==> src/rtl/fpcc_pkg.sv <==
package fpcc_pkg;
  localparam int SW_W   = 16;
  localparam int C0_POS = 8;
  localparam int C1_POS = 9;
  localparam int C2_POS = 10;
  localparam int C3_POS = 14;

  typedef enum logic [1:0] {
    CMP_LT = 2'd0,
    CMP_EQ = 2'd1,
    CMP_GT = 2'd2,
    CMP_UN = 2'd3
  } cmp_res_e;

  typedef enum logic [1:0] {
    OP_IDLE   = 2'd0,
    OP_CMP_SW = 2'd1,
    OP_CMP_FL = 2'd2,
    OP_EXAM   = 2'd3
  } op_e;

  localparam int CL_NAN   = 0;
  localparam int CL_INF   = 1;
  localparam int CL_NORM  = 2;
  localparam int CL_ZERO  = 3;
  localparam int CL_DEN   = 4;
  localparam int CL_EMPTY = 5;
  localparam int CL_N     = 6;

  localparam logic [SW_W-1:0] BIT_C0 = SW_W'(1) << C0_POS;
  localparam logic [SW_W-1:0] BIT_C1 = SW_W'(1) << C1_POS;
  localparam logic [SW_W-1:0] BIT_C2 = SW_W'(1) << C2_POS;
  localparam logic [SW_W-1:0] BIT_C3 = SW_W'(1) << C3_POS;
  localparam logic [SW_W-1:0] CMP_MASK  = BIT_C3 | BIT_C2 | BIT_C0;
  localparam logic [SW_W-1:0] EXAM_MASK = CMP_MASK | BIT_C1;
endpackage

==> src/rtl/fpcc_cmp_sw.sv <==
module fpcc_cmp_sw
  import fpcc_pkg::*;
(
  input  cmp_res_e          res,
  input  logic [SW_W-1:0]   sw_in,
  output logic [SW_W-1:0]   sw_out
);
  logic [SW_W-1:0] cc;

  always_comb begin
    unique case (res)
      CMP_LT:  cc = BIT_C0;
      CMP_EQ:  cc = BIT_C3;
      CMP_GT:  cc = '0;
      default: cc = BIT_C3 | BIT_C2 | BIT_C0;
    endcase
    sw_out = (sw_in & ~CMP_MASK) | cc;
  end

  always_comb begin

    sw_cmp_keep_chk: assert ((sw_out & ~CMP_MASK) == (sw_in & ~CMP_MASK))
      else $error("compare touched bits outside the condition mask");

    sw_cmp_c1_chk: assert (sw_out[C1_POS] == sw_in[C1_POS])
      else $error("compare changed C1");
  end
endmodule

==> src/rtl/fpcc_cmp_fl.sv <==
module fpcc_cmp_fl
  import fpcc_pkg::*;
#(
  parameter int FL_W   = 32,
  parameter int CF_POS = 0,
  parameter int PF_POS = 2,
  parameter int ZF_POS = 6
) (
  input  cmp_res_e          res,
  input  logic [FL_W-1:0]   fl_in,
  output logic [FL_W-1:0]   fl_out
);
  localparam logic [FL_W-1:0] F_CF = FL_W'(1) << CF_POS;
  localparam logic [FL_W-1:0] F_PF = FL_W'(1) << PF_POS;
  localparam logic [FL_W-1:0] F_ZF = FL_W'(1) << ZF_POS;
  localparam logic [FL_W-1:0] F_MASK = F_CF | F_PF | F_ZF;

  logic [FL_W-1:0] cc;

  always_comb begin
    unique case (res)
      CMP_LT:  cc = F_CF;
      CMP_EQ:  cc = F_ZF;
      CMP_GT:  cc = '0;
      default: cc = F_MASK;
    endcase
    fl_out = (fl_in & ~F_MASK) | cc;
  end

  always_comb begin

    fl_cmp_keep_chk: assert ((fl_out & ~F_MASK) == (fl_in & ~F_MASK))
      else $error("flag compare touched other flag bits");

    fl_cmp_pf_chk: assert (fl_out[PF_POS] == (fl_out[ZF_POS] & fl_out[CF_POS]))
      else $error("parity flag set without unordered pattern");
  end
endmodule

==> src/rtl/fpcc_classify.sv <==
module fpcc_classify
  import fpcc_pkg::*;
#(
  parameter int EXP_W  = 15,
  parameter int MANT_W = 64
) (
  input  logic              sign,
  input  logic [EXP_W-1:0]  expo,
  input  logic [MANT_W-1:0] mant,
  input  logic              empty,
  output logic [CL_N-1:0]   cls,
  output logic              neg
);
  localparam logic [MANT_W-1:0] INF_MANT = {1'b1, {(MANT_W-1){1'b0}}};

  logic exp_max, exp_zero, mant_zero, mant_inf, live;

  always_comb begin
    exp_max   = &expo;
    exp_zero  = ~|expo;
    mant_zero = ~|mant;
    mant_inf  = (mant == INF_MANT);
    live      = ~empty;
    cls           = '0;
    cls[CL_EMPTY] = empty;
    cls[CL_NAN]   = live & exp_max & ~mant_inf;
    cls[CL_INF]   = live & exp_max & mant_inf;
    cls[CL_ZERO]  = live & exp_zero & mant_zero;
    cls[CL_DEN]   = live & exp_zero & ~mant_zero;
    cls[CL_NORM]  = live & ~exp_max & ~exp_zero;
    neg           = live & sign;
  end
endmodule

==> src/rtl/fpcc_exam_enc.sv <==
module fpcc_exam_enc
  import fpcc_pkg::*;
(
  input  logic [CL_N-1:0]  cls,
  input  logic             neg,
  input  logic [SW_W-1:0]  sw_in,
  output logic [SW_W-1:0]  sw_out
);
  logic [SW_W-1:0] cc;

  always_comb begin
    cc = '0;
    for (int i = 0; i < CL_N; i++) begin
      if (cls[i]) begin
        case (i)
          CL_NAN:   cc = cc | BIT_C0;
          CL_INF:   cc = cc | BIT_C2 | BIT_C0;
          CL_NORM:  cc = cc | BIT_C2;
          CL_ZERO:  cc = cc | BIT_C3;
          CL_DEN:   cc = cc | BIT_C3 | BIT_C2;
          default:  cc = cc | BIT_C3 | BIT_C0;
        endcase
      end
    end
    if (neg) cc = cc | BIT_C1;
    sw_out = (sw_in & ~EXAM_MASK) | cc;
  end

  always_comb begin

    cls_onehot_chk: assert ($onehot(cls))
      else $error("examine class not one-hot");

    exam_no_triple_chk: assert (!(sw_out[C3_POS] & sw_out[C2_POS] & sw_out[C0_POS]))
      else $error("examine produced the unordered pattern");

    exam_keep_chk: assert ((sw_out & ~EXAM_MASK) == (sw_in & ~EXAM_MASK))
      else $error("examine touched bits outside its mask");
  end
endmodule

==> src/rtl/fpcc_gen.sv <==
module fpcc_gen
  import fpcc_pkg::*;
#(
  parameter int EXP_W  = 15,
  parameter int MANT_W = 64,
  parameter int FL_W   = 32,
  parameter int CF_POS = 0,
  parameter int PF_POS = 2,
  parameter int ZF_POS = 6
) (
  input  logic [1:0]        op,
  input  logic [1:0]        cmp_res,
  input  logic              x_sign,
  input  logic [EXP_W-1:0]  x_exp,
  input  logic [MANT_W-1:0] x_mant,
  input  logic              x_empty,
  input  logic [15:0]       sw_in,
  input  logic [FL_W-1:0]   fl_in,
  output logic [15:0]       sw_out,
  output logic [FL_W-1:0]   fl_out
);
  op_e             op_q;
  cmp_res_e        res;
  logic [SW_W-1:0] sw_cmp, sw_exam;
  logic [FL_W-1:0] fl_cmp;
  logic [CL_N-1:0] cls;
  logic            neg;

  assign op_q = op_e'(op);
  assign res  = cmp_res_e'(cmp_res);

  fpcc_cmp_sw u_cmp_sw (
    .res    (res),
    .sw_in  (sw_in),
    .sw_out (sw_cmp)
  );

  fpcc_cmp_fl #(
    .FL_W(FL_W), .CF_POS(CF_POS), .PF_POS(PF_POS), .ZF_POS(ZF_POS)
  ) u_cmp_fl (
    .res    (res),
    .fl_in  (fl_in),
    .fl_out (fl_cmp)
  );

  fpcc_classify #(.EXP_W(EXP_W), .MANT_W(MANT_W)) u_cls (
    .sign  (x_sign),
    .expo  (x_exp),
    .mant  (x_mant),
    .empty (x_empty),
    .cls   (cls),
    .neg   (neg)
  );

  fpcc_exam_enc u_enc (
    .cls    (cls),
    .neg    (neg),
    .sw_in  (sw_in),
    .sw_out (sw_exam)
  );

  always_comb begin
    sw_out = sw_in;
    fl_out = fl_in;
    unique case (op_q)
      OP_CMP_SW: sw_out = sw_cmp;
      OP_CMP_FL: fl_out = fl_cmp;
      OP_EXAM:   sw_out = sw_exam;
      default:   ;
    endcase
  end

  always_comb begin

    idle_pass_chk: assert (op_q != OP_IDLE || (sw_out == sw_in && fl_out == fl_in))
      else $error("idle altered a word");

    sw_cmp_flags_chk: assert (op_q != OP_CMP_SW || fl_out == fl_in)
      else $error("status compare altered flags");

    fl_cmp_status_chk: assert (op_q != OP_CMP_FL || sw_out == sw_in)
      else $error("flag compare altered status");

    exam_c1_chk: assert (op_q != OP_EXAM || sw_out[C1_POS] == (x_sign & ~x_empty))
      else $error("examine C1 does not follow sign");

    exam_empty_chk: assert (op_q != OP_EXAM || !x_empty ||
                            (sw_out & EXAM_MASK) == (BIT_C3 | BIT_C0))
      else $error("empty entry not reported as empty");
  end
endmodule

==> config.mk <==
export PLATFORM = sky130hd
export DESIGN_NAME = fpcc_gen
export DESIGN_NICKNAME = d
export VERILOG_FILES = /design/src/rtl/fpcc_pkg.sv /design/src/rtl/fpcc_cmp_sw.sv /design/src/rtl/fpcc_cmp_fl.sv /design/src/rtl/fpcc_classify.sv /design/src/rtl/fpcc_exam_enc.sv /design/src/rtl/fpcc_gen.sv
export SDC_FILE = /design/constraint.sdc
export NUM_CORES = 1
export LEC_CHECK = 0
export BUFFER_PORTS_ARGS = -buffer_cell sky130_fd_sc_hd__buf_2
export CAP_MARGIN = 20
export CELL_PAD_IN_SITES_DETAIL_PLACEMENT = 1
export CELL_PAD_IN_SITES_GLOBAL_PLACEMENT = 1
export CORE_ASPECT_RATIO = 1.4
export CORE_MARGIN = 2
export CORE_UTILIZATION = 10
export DETAILED_ROUTE_END_ITERATION = 8
export PLACE_DENSITY = 0.78
export SYNTH_ARGS = -nofsm -noshare
export SYNTH_HDL_FRONTEND = slang
export SYNTH_SLANG_ARGS = --single-unit
==> constraint.sdc <==
create_clock -name vclk -period 1.3
set_input_delay 0.13 -clock vclk [all_inputs]
set_output_delay 0.13 -clock vclk [all_outputs]
set_load 0.01 [all_outputs]
# Word-level counts from Yosys, hierarchy flattened
# Cells that the tools add are included.
# Widths: inputs -> output; s select.
# word_totals
reg_bits	0
latchBits	0
ram_bits	0
romBits	0
inputBits	133
out_inout_bits	48
word_cells	38
mem_count	0
# classes
n_addsub	0
mul	0
n_div	0
magnitude_cmp	0
eq_ne	6
n_shift	0
muxes	11
bitwise	15
n_reduce_logical	6
# ops
cell	count
$eq 64x64->1 const B	1
$reduce_or 64->1	1
$mux 15	3
$pmux 15 s3	1
$mux 32	1
$or 16x15->16	2
$or 32x7->32	1
$pmux 16 s2	1
$mux 11	2
$pmux 7 s3	1
$reduce_and 15->1	1
$reduce_or 15->1	1
$mux 10	1
$and 1x1->1	9
$mux 9	1
$eq 2x2->1 const B	3
$eq 2x1->1 const B	2
$not 1->1	3
$logic_not 1->1	2
$logic_not 2->1	1

# Longest topological paths before layout
# Gate-level depths: netlist of run 1.
# logic_depth
word_depth	12
mapped_depth	5
ltp_nobuf	5

# Cells and area by module
# A second synthesis of run 1 with hierarchy kept.
# unflattened
hier_cells	199
hier_area_um2	1680.4
# by_module_without_submodules
module	n_inst	cells_each	area_each_um2	seq_area_each_um2
fpcc_gen	1	91	893.4	0.0
fpcc_classify	1	42	285.3	0.0
fpcc_cmp_fl	1	33	252.7	0.0
fpcc_cmp_sw	1	17	132.6	0.0
fpcc_exam_enc	1	16	116.4	0.0

# Worst setup path after synthesis of run 1
# Ideal clock, no wire load.
# synth_path
kind	input -> output
from	in x_mant[53]
to	out sw_out[10]
arrival_time_ns	1.291
required_time_ns	1.170
slack_ns	-0.121
cell_stages	5
n_path_buf	0
path_cell_list	nor4_1 nand4_1 nor4_2 mux2i_1 or3_1
# synth_via
elab_chain_len	9
elab_cells_between_ends	11
classes_between	eq/ne: 1; mux: 6; bitwise: 3; reduce/logical: 1
# synth_rtl
element	line_no	rtl
start, declared	fpcc_gen.sv:15	input logic [MANT_W-1:0] x_mant,
$eq 64x64->1	fpcc_classify.sv:22	mant_inf = (mant == INF_MANT);
$and 1x1->1	fpcc_classify.sv:27	cls[CL_INF] = live & exp_max & mant_inf;
$mux 11 (2 in a row)	fpcc_exam_enc.sv:14	if (cls[i]) begin
$mux 15	fpcc_exam_enc.sv:14	
$mux 15 (*) (2 in a row)	fpcc_exam_enc.sv:14	
$or 16x15->16 (*)	fpcc_exam_enc.sv:26	sw_out = (sw_in & ~EXAM_MASK) | cc;
$pmux 16 s2 (*)	fpcc_gen.sv:65	unique case (op_q)
end, declared	fpcc_gen.sv:19	output logic [15:0] sw_out,
# Mark *: on every way between the ends. The rest lies on a longest branch, timed or not.

# Worst setup path in the final report of run 1
# layout_path
from	in x_mant[17]
to	out sw_out[10]
# The elaborated chain is that of the path after synthesis.

==> results of run 1 <==
placed cells by master (no fill, tap or decap):
master / instances
or3_4: 1
buf_2: 88
inv_1: 3
nand2_1: 6
nand3_1: 1
o22ai_1: 1
buf_4: 5
nor3_1: 2
ha_1: 2
nor4_1: 10
buf_8: 3
nand2b_1: 3
mux2i_1: 1
nand4_1: 7
buf_6: 10
o32a_1: 1
nor4_2: 8
o21ai_0: 2
o21ai_1: 1
mux2_2: 2
nor4_4: 3
mux2_4: 1
o221ai_2: 1
nor2_1: 2
and4_4: 1
repair_timing:
| action | in CTS | in global routing |
|---|---|---|
| gates resized for setup | 21 | 12 |
| setup endpoints to repair | 3 | 3 |
| pin swaps | 6 | 6 |
Yosys cell counts, drive strengths merged:
cell type	count
o22ai	1
nor2	2
ha	2
mux2	3
buf	41
o21ai	3
inv	3
nand2b	3
mux2i	1
nor4	21
o32a	1
and4	1
nand4	7
nor3	2
or3	1
o221ai	1
nand2	6
nand3	1
cells by family (layout without fill, tap and decap cells):
group                      Yosys count  count (layout)  share of synthesized area
adders and majority gates            2               2                     0.0360
AOI/OAI and AO/OA                    6               6                     0.0577
buffers and inverters               44             109                      0.459
and+or+nand+nor                     44              44                      0.384
muxes                                4               4                     0.0631
routing by layer:
metal | GRT usage | vias up | share of wire | wire [um]
met1 | 0.0684 | 438 | 0.27 | 1020
met2 | 0.182 | 97 | 0.51 | 1880
met3 | 0.0215 | 28 | 0.14 | 523
li1 | - | 465 | - | -
met5 | 0 | - | 0 | 0
met4 | 0.0618 | 0 | 0.079 | 294
worst max-delay path: stages:
cell and delay, ns:
buf_6 0.10, nor4_4 0.24, buf_4 0.15, nand4_1 0.10, nor4_2 0.33, mux2i_1 0.11
or3_4 0.37, buf_6 0.13
power by group through the flow:
stage / Clock (mW) / Sequential [mW] / Combinational [mW]
2_1_floorplan: 0 / 0 / 0.195
3_3_place_gp: 0 / 0 / 0.251
3_5_place_dp: 0 / 0 / 0.259
4_1_cts: 0 / 0 / 0.299
5_1_grt: 0 / 0 / 0.337
6_report: 0 / 0 / 0.309
path summary, 6_finish.rpt:
check                 startpoint          to  slack, ns  depth (start not counted)
worst max-delay path  x_mant[17]  sw_out[10]      -0.49                          8
worst min-delay path   fl_in[19]  fl_out[19]       0.26                          0
final cells by class:
class	count	area share
multi-input cells	56	0.384
well taps	92	0.0930
repair buffers	106	0.514
inverters	3	0.00910
==> impl_metrics.ini, run 1 <==
[cells_and_area]
seq_cells = 0
syn_to_final_growth_pct = 78.2
stdcell_count = 257
utilization = 0.186
nets = 302
final.clkbuf_count = 0
drive_gt1_frac = 0.745
fillers = 844
diodes = 0
stdcell_area_um2 = 1240
multiInputGateArea_um2 = 475
regArea_um2 = 0

[floorplanning]
rows = 35
num_io_pins = 181
die_x_um = 74.4
coreArea_um2 = 6660
die_area_um2 = 7640
dieHeight_um = 103
initial_core_util = 0.104

[timing]
hold_viol = 0
relSlewSlack = 0.824
period_minus_slack_ns = 1.79
slew_violations = 0
fmax_ghz = 0.558
tns_ns = -0.546
hold_ws_ns = 0.260
worst_slack_ns = -0.493
setup_viol = 2
worstMarginPinSlew_ns = 0.261
period_share = 1.38
rsz0062_at_grt = yes

[power]
power_frac_clock = 0
switching_share = 0.401
switching_power_uw = 124
pwr-share-seq = 0
p_comb_frac = 1.000
power_density_nw_per_um2 = 250
ir_drop_v = 0.0000838
p_int_uw = 185
cellLeakagePower_nw = 0.568
totalPowerFinal_uw = 309

[place]
hpwl_um = 3320
numPortBuffers = 99
dp_cells = 257
place.gp.congestion = 0.701
dpl_cell_area_um2 = 1070
post-place-ws_ns = -0.564

[grt]
grt_start_max_net_pins = 8
grt_overflow = 0
antenna_found_initial = 0
grt_pass1_vias = 1169
track_usage = 0.0889
grt_pass1_wl_um = 5170

[critical_path]
cp-end-kind = primary output
path_max_fanout = 1
arrival_ns = 1.66
cp.required_ns = 1.17
criticalPathCategory = in2out
critical_path.startpoint_type = primary input

[route]
initialDrtViolationCount = 1
routed_via_density = 4.00
first_pass_iters = 2
drt_wl_total_um = 3720
wl_per_cell_um = 14.5
via_count = 1028
postRouteAntennaNets = 0
drc_errors = 0

[cts]
ctsHoldBuffers = 0
postCtsSetupRepairBufs = 0

[logic_synthesis]
avgSynthCellArea_um2 = 6.94
yosysUniqueCellTypes = 19
netlist.area_leader.share = 0.443
syn_area_um2 = 694
synth_fp_nets = 235
synth_cells = 100
yosys_warnings = 0
synth_area_leaders = buf_4, nor4_1, nand4_1, mux2_2, ha_1
yosysSeqAreaShare = 0
yosysTopAreaCell = buf_4

[flow_run]
drv_cap = 0

[min_path]
hp-class = in2out

[outcome]
violations = setup timing
outcome = finished, violations left
Power figures use the tool's default switching activity.
==> run 2, diff against run 1 <==
- ABC_AREA: not set -> 1
- CORE_MARGIN: 2 -> 4
- CORE_UTILIZATION: 10 -> 11
- PLACE_DENSITY: 0.78 -> 0.74
==> run 2 against run 1 <==
Compared with the run above:
- the flow now finishes without violations
- die area up 26%
- final cell count grew 32%
- non-clock buffer count shrank 7
- synthesized cell count up 82%
- via count increased by 18%
- wire length grew 6.6%
- clock-buffer cell count unchanged
- critical endpoint unchanged
- largest cell class is now multi-input gates
- sequential share of layout area is the same
- core utilization fell by 1.4 points
==> impl_metrics.ini, run 2 <==
[critical_path]
cpLargestDelayFamily = simple AND/OR/NAND/NOR gates
cp.required_ns = 1.17
worstPathCellList = buf_6, nor2_2, nand2_1, nor2_1, nand2_1, nor2_2, nand2_1, nand2_1, nand3_1, nand2_1, nand2_2, buf_6
path_max_fanout = 2
cp_common_cell = nand2_1
crit_slowest_cell = nor2_2
arrival_ns = 1.15
crit_buf_inv = 2
cp-end-kind = primary output
critPathMaxStageDelay_ns = 0.14
critical_path.startpoint_type = primary input
criticalPathCategory = in2out

[route]
drc_errors = 0
routed_via_density = 3.58
first_pass_iters = 2
postRouteAntennaNets = 0
initialDrtViolationCount = 9
wl_per_cell_um = 11.7
drt_wl_total_um = 3960
via_count = 1217

[grt]
antenna_found_initial = 0
grt_pass1_wl_um = 5790
grt_overflow = 0
grt_pass1_vias = 1347
grt_start_max_net_pins = 7
track_usage = 0.0719

[floorplanning]
coreArea_um2 = 7850
die_x_um = 84.1
dieHeight_um = 115
die_area_um2 = 9640
rows = 38
num_io_pins = 181
initial_core_util = 0.114

[logic_synthesis]
yosysUniqueCellTypes = 13
ys_top_cells_by_count = nand2_1, nor2_1, buf_4
yosysTopAreaCell = buf_4
synth_cells = 182
synth_area_leaders = buf_4, nand2_1, nor2_1, inv_1, nor2_2
netlist.area_leader.share = 0.345
avgSynthCellArea_um2 = 4.90
syn_area_um2 = 892
yosysSeqAreaShare = 0
synth_fp_nets = 317
yosysMostFrequentCell = nand2_1
yosys_warnings = 0

[timing]
hold_viol = 0
hold_ws_ns = 0.260
slew_violations = 0
period_minus_slack_ns = 1.28
worstMarginPinSlew_ns = 0.247
period_share = 0.985
relSlewSlack = 0.836
tns_ns = 0
fmax_ghz = 0.781
setup_viol = 0
rsz0062_at_grt = yes

[power]
p_int_uw = 180
p_comb_frac = 1.000
power_density_nw_per_um2 = 238
ir_drop_v = 0.0000461
power_frac_clock = 0
switching_share = 0.439
pwr-share-seq = 0
switching_power_uw = 141
cellLeakagePower_nw = 0.714

[cells_and_area]
final_cell_mix = buf_2, nand2_1, nor2_1, inv_1, buf_6
drive_gt1_frac = 0.496
diodes = 0
stdcell_count = 340
final_common_cell = buf_2
multiInputGateArea_um2 = 587
seq_cells = 0
nets = 377
utilization = 0.172
regArea_um2 = 0
fillers = 1041
syn_to_final_growth_pct = 51.2
final.clkbuf_count = 0

[outcome]
outcome = finished clean

[place]
place.gp.congestion = 0.735
hpwl_um = 3600
numPortBuffers = 99
dp_cells = 340

[flow_run]
drv_cap = 0

[min_path]
hp-class = in2out
## run 2: cell count changes after synthesis, moves of 3 or more
| cell | change |
|---|---|
| nor2_2 | +5 |
| nand2_1 | +47 |
| mux2_2 | -3 |
| nor4_1 | -19 |
| nand4_1 | -7 |
| nor2_1 | +50 |
| inv_1 | +13 |
| nand2b_1 | -3 |
## run 2: cells by family (layout without fill, tap and decap cells)
family | after synthesis | in the layout | synth area share
and+or+nand+nor | 115 | 115 | 0.508
AOI/OAI and AO/OA | 8 | 8 | 0.0519
adders and majority gates | 2 | 2 | 0.0280
buffers and inverters | 57 | 115 | 0.412
## run 2: timing repair
action / 4_1_cts / 5_1_grt
pin swaps: 5 / 27
resized for setup: 2 / 31
endpoints found under the setup margin: 1 / 2
buffers inserted: 0 / 0
hold buffers: 0 / 0
## run 2: final cells by class
cell class,count,share of cell area
multi-input combinational,125,0.435
inverter,16,0.0445
timing repair buffer,99,0.428
tap,100,0.0928
## run 2: worst paths after layout
| check | slack, ns | start | to | cells after the start |
|---|---|---|---|---|
| min | 0.26 | fl_in[18] | fl_out[18] | 0 |
| max | 0.02 | x_mant[20] | sw_out[10] | 12 |
## run 2: per-layer routing
metal | vias up | share of wire | global-route usage
li1 | 623 | - | -
met1 | 497 | 0.29 | 0.0599
met2 | 59 | 0.53 | 0.146
met3 | 38 | 0.12 | 0.0187
met5 | - | 0 | 0
met4 | 0 | 0.063 | 0.0451
## run 2: power groups by stage
stage / clock network (mW) / registers, mW / logic [mW]
6_report: 0 / 0 / 0.321
3_5_place_dp: 0 / 0 / 0.282
5_1_grt: 0 / 0 / 0.366
3_3_place_gp: 0 / 0 / 0.272
4_1_cts: 0 / 0 / 0.284
2_1_floorplan: 0 / 0 / 0.223
## run 2: per-stage QoR
stage,power [mW],area (um2),setup WS (ns)
final,0.321,1350,0.0194
after detailed placement,0.282,1200,-0.0561
after global placement,0.272,1200,-0.0406
after CTS,0.284,1210,-0.0190
after global routing,0.366,1350,-0.140
after floorplan,0.223,892,0.365
